$ cat config.mk
export PLATFORM = sky130hd
export DESIGN_NAME = fwarb_top
export DESIGN_NICKNAME = d
export VERILOG_FILES = /design/src/rtl/fwarb_pkg.sv /design/src/rtl/fwarb_prio.sv /design/src/rtl/fwarb_beat_ctr.sv /design/src/rtl/fwarb_datapath.sv /design/src/rtl/fwarb_top.sv
export SDC_FILE = /design/constraint.sdc
export NUM_CORES = 1
export LEC_CHECK = 0
export ABC_AREA = 1
export CAP_MARGIN = 25
export CORE_AREA = 2 2 108 110
export CTS_BUF_LIST = sky130_fd_sc_hd__clkbuf_16
export CTS_CLUSTER_DIAMETER = 100
export DETAILED_ROUTE_END_ITERATION = 6
export DIE_AREA = 0 0 110 112
export DONT_BUFFER_PORTS = 1
export MAX_ROUTING_LAYER = met4
export PLACE_DENSITY_LB_ADDON = 0.3
export SYNTH_ARGS = -nofsm -noshare
export SYNTH_HDL_FRONTEND = slang
export SYNTH_HIERARCHICAL = 1
export SYNTH_SLANG_ARGS = --single-unit
$ cat constraint.sdc
create_clock -name clk -period 2.65 [get_ports clk]
set_input_delay 0.3975 -clock clk [delete_from_list [all_inputs] [get_ports clk]]
set_output_delay 0.3975 -clock clk [all_outputs]
set_load 0.1 [all_outputs]
$ cat src/rtl/fwarb_pkg.sv
package fwarb_pkg;

  localparam int NREQ  = 3;
  localparam int REQ_D = 0;
  localparam int REQ_I = 1;
  localparam int REQ_W = 2;

  typedef enum logic [1:0] {
    DIR_IDLE     = 2'b00,
    DIR_TO_CACHE = 2'b01,
    DIR_TO_EXT   = 2'b10
  } xfer_dir_e;

  function automatic xfer_dir_e dir_for(input logic [NREQ-1:0] sel);
    if (sel[REQ_W])                   return DIR_TO_EXT;
    else if (sel[REQ_D] | sel[REQ_I]) return DIR_TO_CACHE;
    else                              return DIR_IDLE;
  endfunction

endpackage

$ cat src/rtl/fwarb_prio.sv
module fwarb_prio #(
  parameter int N = 3
) (
  input  logic [N-1:0] req_i,
  output logic [N-1:0] pick_o
);

  logic [N-1:0] taken;

  assign taken[0] = 1'b0;

  for (genvar i = 0; i < N; i++) begin : g_lvl
    assign pick_o[i] = req_i[i] & ~taken[i];
    if (i < N - 1) begin : g_chain
      assign taken[i+1] = taken[i] | req_i[i];
    end
  end

endmodule

$ cat src/rtl/fwarb_beat_ctr.sv
module fwarb_beat_ctr #(
  parameter int BEATS = 4,
  localparam int CNT_W = (BEATS > 1) ? $clog2(BEATS) : 1
) (
  input  logic             clk,
  input  logic             rst,
  input  logic             step_i,
  output logic [CNT_W-1:0] cnt_o,
  output logic             last_o
);

  localparam logic [CNT_W-1:0] LAST = CNT_W'(BEATS - 1);

  logic [CNT_W-1:0] cnt_q;

  assign last_o = (cnt_q == LAST);
  assign cnt_o  = cnt_q;

  always_ff @(posedge clk) begin
    if (rst) begin
      cnt_q <= '0;
    end else if (step_i) begin
      cnt_q <= last_o ? '0 : cnt_q + 1'b1;
    end
  end

endmodule

$ cat src/rtl/fwarb_datapath.sv
module fwarb_datapath
  import fwarb_pkg::*;
#(
  parameter int DATA_W = 64
) (
  input  xfer_dir_e         dir_i,
  input  logic              step_i,
  input  logic [DATA_W-1:0] ext_rdata_i,
  input  logic [DATA_W-1:0] wbuf_data_i,
  output logic [DATA_W-1:0] cache_wdata_o,
  output logic              cache_we_o,
  output logic [DATA_W-1:0] ext_wdata_o,
  output logic              wbuf_pop_o
);

  logic to_cache, to_ext;

  assign to_cache = (dir_i == DIR_TO_CACHE);
  assign to_ext   = (dir_i == DIR_TO_EXT);

  always_comb begin
    cache_wdata_o = to_cache ? ext_rdata_i : '0;
    ext_wdata_o   = to_ext   ? wbuf_data_i : '0;
    cache_we_o    = to_cache & step_i;
    wbuf_pop_o    = to_ext   & step_i;
  end

endmodule

$ cat src/rtl/fwarb_top.sv
module fwarb_top
  import fwarb_pkg::*;
#(
  parameter int DATA_W      = 64,
  parameter int BLOCK_BYTES = 32,
  localparam int BEATS      = BLOCK_BYTES / (DATA_W / 8),
  localparam int CNT_W      = (BEATS > 1) ? $clog2(BEATS) : 1
) (
  input  logic              clk,
  input  logic              rst,
  input  logic              dfill_req,
  input  logic              ifill_req,
  input  logic              wbuf_req,
  output logic              dfill_gnt,
  output logic              ifill_gnt,
  output logic              wbuf_gnt,
  output logic              dfill_done,
  output logic              ifill_done,
  output logic              wbuf_done,
  input  logic              ext_rdy,
  input  logic [DATA_W-1:0] ext_rdata,
  input  logic [DATA_W-1:0] wbuf_data,
  output logic              xfer_act,
  output logic [1:0]        bus_dir,
  output logic [CNT_W-1:0]  beat_idx,
  output logic [DATA_W-1:0] cache_wdata,
  output logic              cache_we,
  output logic              wbuf_pop,
  output logic [DATA_W-1:0] ext_wdata
);

  logic [NREQ-1:0] req_vec;
  logic [NREQ-1:0] pick;
  logic [NREQ-1:0] gnt_q;
  logic [NREQ-1:0] done_q;
  xfer_dir_e       dir_q;
  logic            active;
  logic            step;
  logic            last_beat;

  assign req_vec[REQ_D] = dfill_req;
  assign req_vec[REQ_I] = ifill_req;
  assign req_vec[REQ_W] = wbuf_req;

  // index 0 wins: data fill, then instruction fill, then write buffer
  fwarb_prio #(.N(NREQ)) u_prio (
    .req_i  (req_vec),
    .pick_o (pick)
  );

  assign active = |gnt_q;
  assign step   = active & ext_rdy;

  fwarb_beat_ctr #(.BEATS(BEATS)) u_ctr (
    .clk    (clk),
    .rst    (rst),
    .step_i (step),
    .cnt_o  (beat_idx),
    .last_o (last_beat)
  );

  always_ff @(posedge clk) begin
    if (rst) begin
      gnt_q  <= '0;
      done_q <= '0;
      dir_q  <= DIR_IDLE;
    end else begin
      done_q <= '0;
      if (!active) begin
        gnt_q <= pick;
        dir_q <= dir_for(pick);
      end else if (step && last_beat) begin
        gnt_q  <= '0;
        done_q <= gnt_q;
        dir_q  <= DIR_IDLE;
      end
    end
  end

  fwarb_datapath #(.DATA_W(DATA_W)) u_dp (
    .dir_i         (dir_q),
    .step_i        (step),
    .ext_rdata_i   (ext_rdata),
    .wbuf_data_i   (wbuf_data),
    .cache_wdata_o (cache_wdata),
    .cache_we_o    (cache_we),
    .ext_wdata_o   (ext_wdata),
    .wbuf_pop_o    (wbuf_pop)
  );

  assign dfill_gnt  = gnt_q[REQ_D];
  assign ifill_gnt  = gnt_q[REQ_I];
  assign wbuf_gnt   = gnt_q[REQ_W];
  assign dfill_done = done_q[REQ_D];
  assign ifill_done = done_q[REQ_I];
  assign wbuf_done  = done_q[REQ_W];
  assign xfer_act   = active;
  assign bus_dir    = dir_q;

endmodule

### Word level (Yosys, flattened, before mapping)

Cells that the tools add are included.

| storage, ports and cells | value |
|---|---|
| input port bits | 134 |
| word-level logic and storage cells | 32 |
| flip-flop bits (word level) | 10 |

| operators by class | value |
|---|---|
| bitwise operators | 11 |
| eq/ne operators | 4 |
| add/subtract/negate cells | 1 |
| mux-type cells | 9 |
| reductions and logical operators | 3 |

Operators by type and width:

| kind | count |
|---|---|
| $mux W64 | 2 |
| $mux W2 | 4 |
| $mux W3 | 2 |
| $reduce_or A3 Y1 | 2 |
| $and A1 B1 Y1 | 5 |
| $eq A2 B2 Y1 const B | 2 |
| $not A1 Y1 | 4 |
| $add A2 B1 Y2 const B | 1 |
| $eq A2 B1 Y1 const B | 1 |
| $ne A2 B1 Y1 const B | 1 |
| $or A1 B1 Y1 | 2 |
| $logic_and A1 B1 Y1 | 1 |
| $mux W1 | 1 |

### Logic depth before layout (Yosys ltp)

| logic depth | value |
|---|---|
| depth in word-level cells | 6 |
| depth in mapped cells | 8 |

### Modules after synthesis

Netlist, hierarchy kept.

Modules (own cells, without submodules):

| module | times used | area an instance (um2) | cells each |
|---|---|---|---|
| fwarb_datapath | 1 | 1124.8 | 277 |
| fwarb_top | 1 | 317.8 | 40 |
| fwarb_beat_ctr | 1 | 100.1 | 14 |
| fwarb_prio | 1 | 28.8 | 6 |

### Worst setup path after synthesis

Ideal clock, no wire load.

| timing path | value |
|---|---|
| path type | flip-flop to output port |
| start | register gnt_q[2] |
| end | output port cache_we |
| buffers on the path | 0 |
| required time | 2.253 ns |
| data arrival time | 3.262 ns |
| setup slack | -1.009 ns |
| cell stages (with the launch flop) | 7 |
| cells stage by stage | dfxtp_1 -> inv_1 -> nand2_4 -> clkinv_2 -> nor2_1 -> inv_1 -> nor2_1 |

| on the way | value |
|---|---|
| cells in the longest elaborated chain, start to end | 3 |

Ends and longest elaborated chain:

| element | RTL line | RTL |
|---|---|---|
| from (decl) | fwarb_top.sv:34 | `logic [NREQ-1:0] gnt_q;` |
| from (signal assigned) | fwarb_top.sv:70 | `gnt_q <= pick;` |
| $reduce_or A3 Y1 | fwarb_top.sv:51 | `assign active = \|gnt_q;` |
| named net xfer_act | fwarb_top.sv:23 | `output logic xfer_act,` |
| $and A1 B1 Y1 | fwarb_top.sv:52 | `assign step = active & ext_rdy;` |
| named net step | fwarb_top.sv:38 | `logic step;` |
| $and A1 B1 Y1 | fwarb_datapath.sv:24 | `cache_we_o = to_cache & step_i;` |
| to (decl) | fwarb_top.sv:27 | `output logic cache_we,` |

The timed path passes the listed nets, and every way through them passes these cells.

### Worst setup path in the final report

Ends and elaborated chain as after synthesis.

==> impl_results.md <==
* Area growth from synthesis to layout at 201%
* H-tree depth at 1
* Peak Freq at 444 MHz
* Pleak at ~2.3 nW
* Design Area, Final at 4730 µm²
* Nets at 602
* Status: finished, final reports clean
* Syn Nets at roughly 470
* Clk Latency, worst-skew pair at 0.23 ns
* Die area at 12300 µm²
* RSZ-0062 raised after global routing: false
* Element type at the critical path end: output pin
* Worst-path fanout max at 5
* Mapped Area at 1570 µm²
* Sw frac at about 61%
* Number of global-route vias before repair at roughly 2300
* Post-synthesis sequential area ratio at 11.5%
* Post-DP HPWL at just over 7000 µm
* Initial DRC Count at 95
* First-pass GRT wire length at ~12000 µm
* Tightest Pin Transition at 0.973 ns
* Worst slew margin at 35.0%
* R2R Setup Slk at 1.20 ns
* Initial Util at 14.1%
* PortBufs at 0
* Setup Skew at 0.00198 ns
* Synthesized flop and latch total at 9
* Max Cap Viol at 0
* Layout cells sized above 1 at 62.4%
* TritonCTS Buffers at 3
* Largest net degree at the start of global routing at 43
* Worst path arrival time at approximately 1.9 ns
* Clock buffer depth at 2
* Setup_tns at 0 ns
* CTS-repair resized insts at 0
* Seq pwr share at 6.9%
* WL/cell at 12.6 µm
* Placeable Area at 11200 µm²
* Setup-failing EPs final at 0
* Yosys warns at 6
* CP startpoint kind: register
* Final slew viol count at 0
* Syn_area_per_cell at roughly 4.7 µm²
* Pre-CTS setup slack at between 0.6 and 0.7 ns
* WP data required at 2.25 ns
* Fin crit period at 2.25 ns
* Post-CTS Hold Fix Bufs at 0
* Antenna violations before repair at 0
* GP Congestion at 0.745
* CTS clock-pin slew for the worst setup and hold paths at approximately 0.040 ns
* Post-Place Cells at approximately 610
* Grt ovf at 0
* Final period utilization at 85.0%
* Non-filler cells in the finished layout at a little over 600
* Logic pwr share at 81.3%
* # IOs at roughly 280
* Final WL at 7650 µm
* Placed inst area at 4650 µm²
* Clock Sinks at 9
* DR pass1 iterations at 4
* Setup slack after layout at between 0.3 and 0.4 ns
* Power Dens Cells at roughly 480 nW/µm²
* Post-CTS setup buffer count at 0
* Mean number of vias per cell at 3.70
* Die height at 112 µm
* Syn Inst Count at 337
* CTS tree: done
* Total Routing Usage GR at 12.0%
* Int Pwr at ~880 µW
* Post-synth cell types at 18
* HP Class: primary input to register
* WS Path Type: register to output pin
* Vias at 2254
* DRT antenna net count at 0
* Die width at approximately 110 µm
* Worst hold slack at 0.222 ns
* DRC viols at 0
* Clk root buf: clkbuf_16
* Hold Fails Final Rpt at 0
* Clk pwr share at 11.9%
* Peak supply drop at 350 µV
* ANT cells at 0
* FP Rows at 39
* NetSw at approximately 1.4 mW
[flip-flops by register name (all words and copies together), names as in the netlist]
register	flops
bus_dir	1
done_q	3
gnt_q	3
u_ctr/cnt_o	2
[final timing paths]
path | startpoint | end | depth (start not counted)
max | gnt_q[2] | cache_we | 7
max reg2reg | gnt_q[2] | u_ctr/cnt_o[1] | 7
min | rst | gnt_q[1] | 1
min reg2reg | gnt_q[2] | gnt_q[2] | 2
[synth_stat cells]
| cell type | instances | share of area, % |
|---|---|---|
| nor2_2 | 4 | 1.6 |
| a21oi_1 | 3 | 0.96 |
| ha_1 | 1 | 0.80 |
| nand2_1 | 16 | 3.8 |
| buf_4 | 4 | 1.9 |
| a21oi_2 | 1 | 0.56 |
| buf_6 | 10 | 7.2 |
| inv_1 | 143 | 34 |
| nand2_2 | 1 | 0.40 |
| buf_2 | 2 | 0.64 |
| o21ai_0 | 1 | 0.32 |
| nand2_4 | 1 | 0.72 |
| o21ai_2 | 1 | 0.56 |
| nor3b_2 | 1 | 0.80 |
| nor2_1 | 137 | 33 |
| nand3_4 | 1 | 1.1 |
| dfxtp_1 | 9 | 11 |
| clkinv_2 | 1 | 0.32 |
[per-stage QoR]
step           power [mW]  utilization, %
3_5_place_dp         1.99            41.6
3_3_place_gp         1.98            41.6
2_1_floorplan        1.37               -
5_1_grt              2.32            42.3
4_1_cts              2.27            42.3
6_report             2.25            42.3
[layout make-up]
| cell class | count | area (µm²) |
|---|---|---|
| fillers | 1067 | 6440 |
| flip-flops and latches | 9 | 184 |
| repair buffers | 141 | 2700 |
| well taps | 143 | 179 |
| clock buffers | 3 | 75.1 |
| clock inverters | 1 | 5.00 |
| inverters | 144 | 542 |
| multi-input cells | 168 | 1050 |
[per-layer routing]
metal,global-route usage (%),wire (µm),part of all wire (%)
met1,12.4,2590,34
met2,22.7,4220,55
met3,2.81,749,9.8
met4,1.94,85,1.1
met5,-,0,0
[worst max-delay path: stages, from the launching register on]
cell,delay (ns)
dfxtp_2,0.35
inv_1,0.07
nand2_4,0.29
clkinv_2,0.16
nor2_1,0.25
inv_1,0.16
nor2_4,0.15
buf_12,0.19
[cell families after synthesis]
| logic type | share of synthesized area [%] |
|---|---|
| adder cells (fa/ha/maj) | 0.796 |
| buffers and inverters | 44.2 |
| AO/OA/AOI/OAI | 2.39 |
| flip-flops | 11.5 |
| AND/OR/NAND/NOR | 41.2 |
[power by group through the flow]
stage / combinational [mW] / clock (mW) / sequential [mW]
floorplan: 1.14 / 0 / 0.228
global placement: 1.83 / 0 / 0.157
detailed placement: 1.84 / 0 / 0.157
CTS: 1.84 / 0.275 / 0.155
global route: 1.88 / 0.283 / 0.156
finish: 1.83 / 0.267 / 0.155
[cells in the final DEF, fill, tap and decap left out]
| master | synthesis | routed |
|---|---|---|
| nor3b_2 | 1 | 1 |
| nor2_2 | 4 | 132 |
| nand2_1 | 16 | 14 |
| buf_4 | 4 | 10 |
| dfxtp_2 | 0 | 3 |
| a21oi_1 | 3 | 3 |
| o21ai_2 | 1 | 1 |
| buf_12 | 0 | 131 |
| nand3_4 | 1 | 1 |
| nor2_1 | 137 | 7 |
| a21oi_2 | 1 | 1 |
| nand2_2 | 1 | 1 |
| clkbuf_16 | 0 | 3 |
| dfxtp_1 | 9 | 6 |
| clkinv_2 | 1 | 2 |
| ha_1 | 1 | 1 |
| nand2_4 | 1 | 3 |
| nor2_4 | 0 | 2 |
| o21ai_0 | 1 | 1 |
| inv_1 | 143 | 143 |
(Power assumes the default switching activity.)
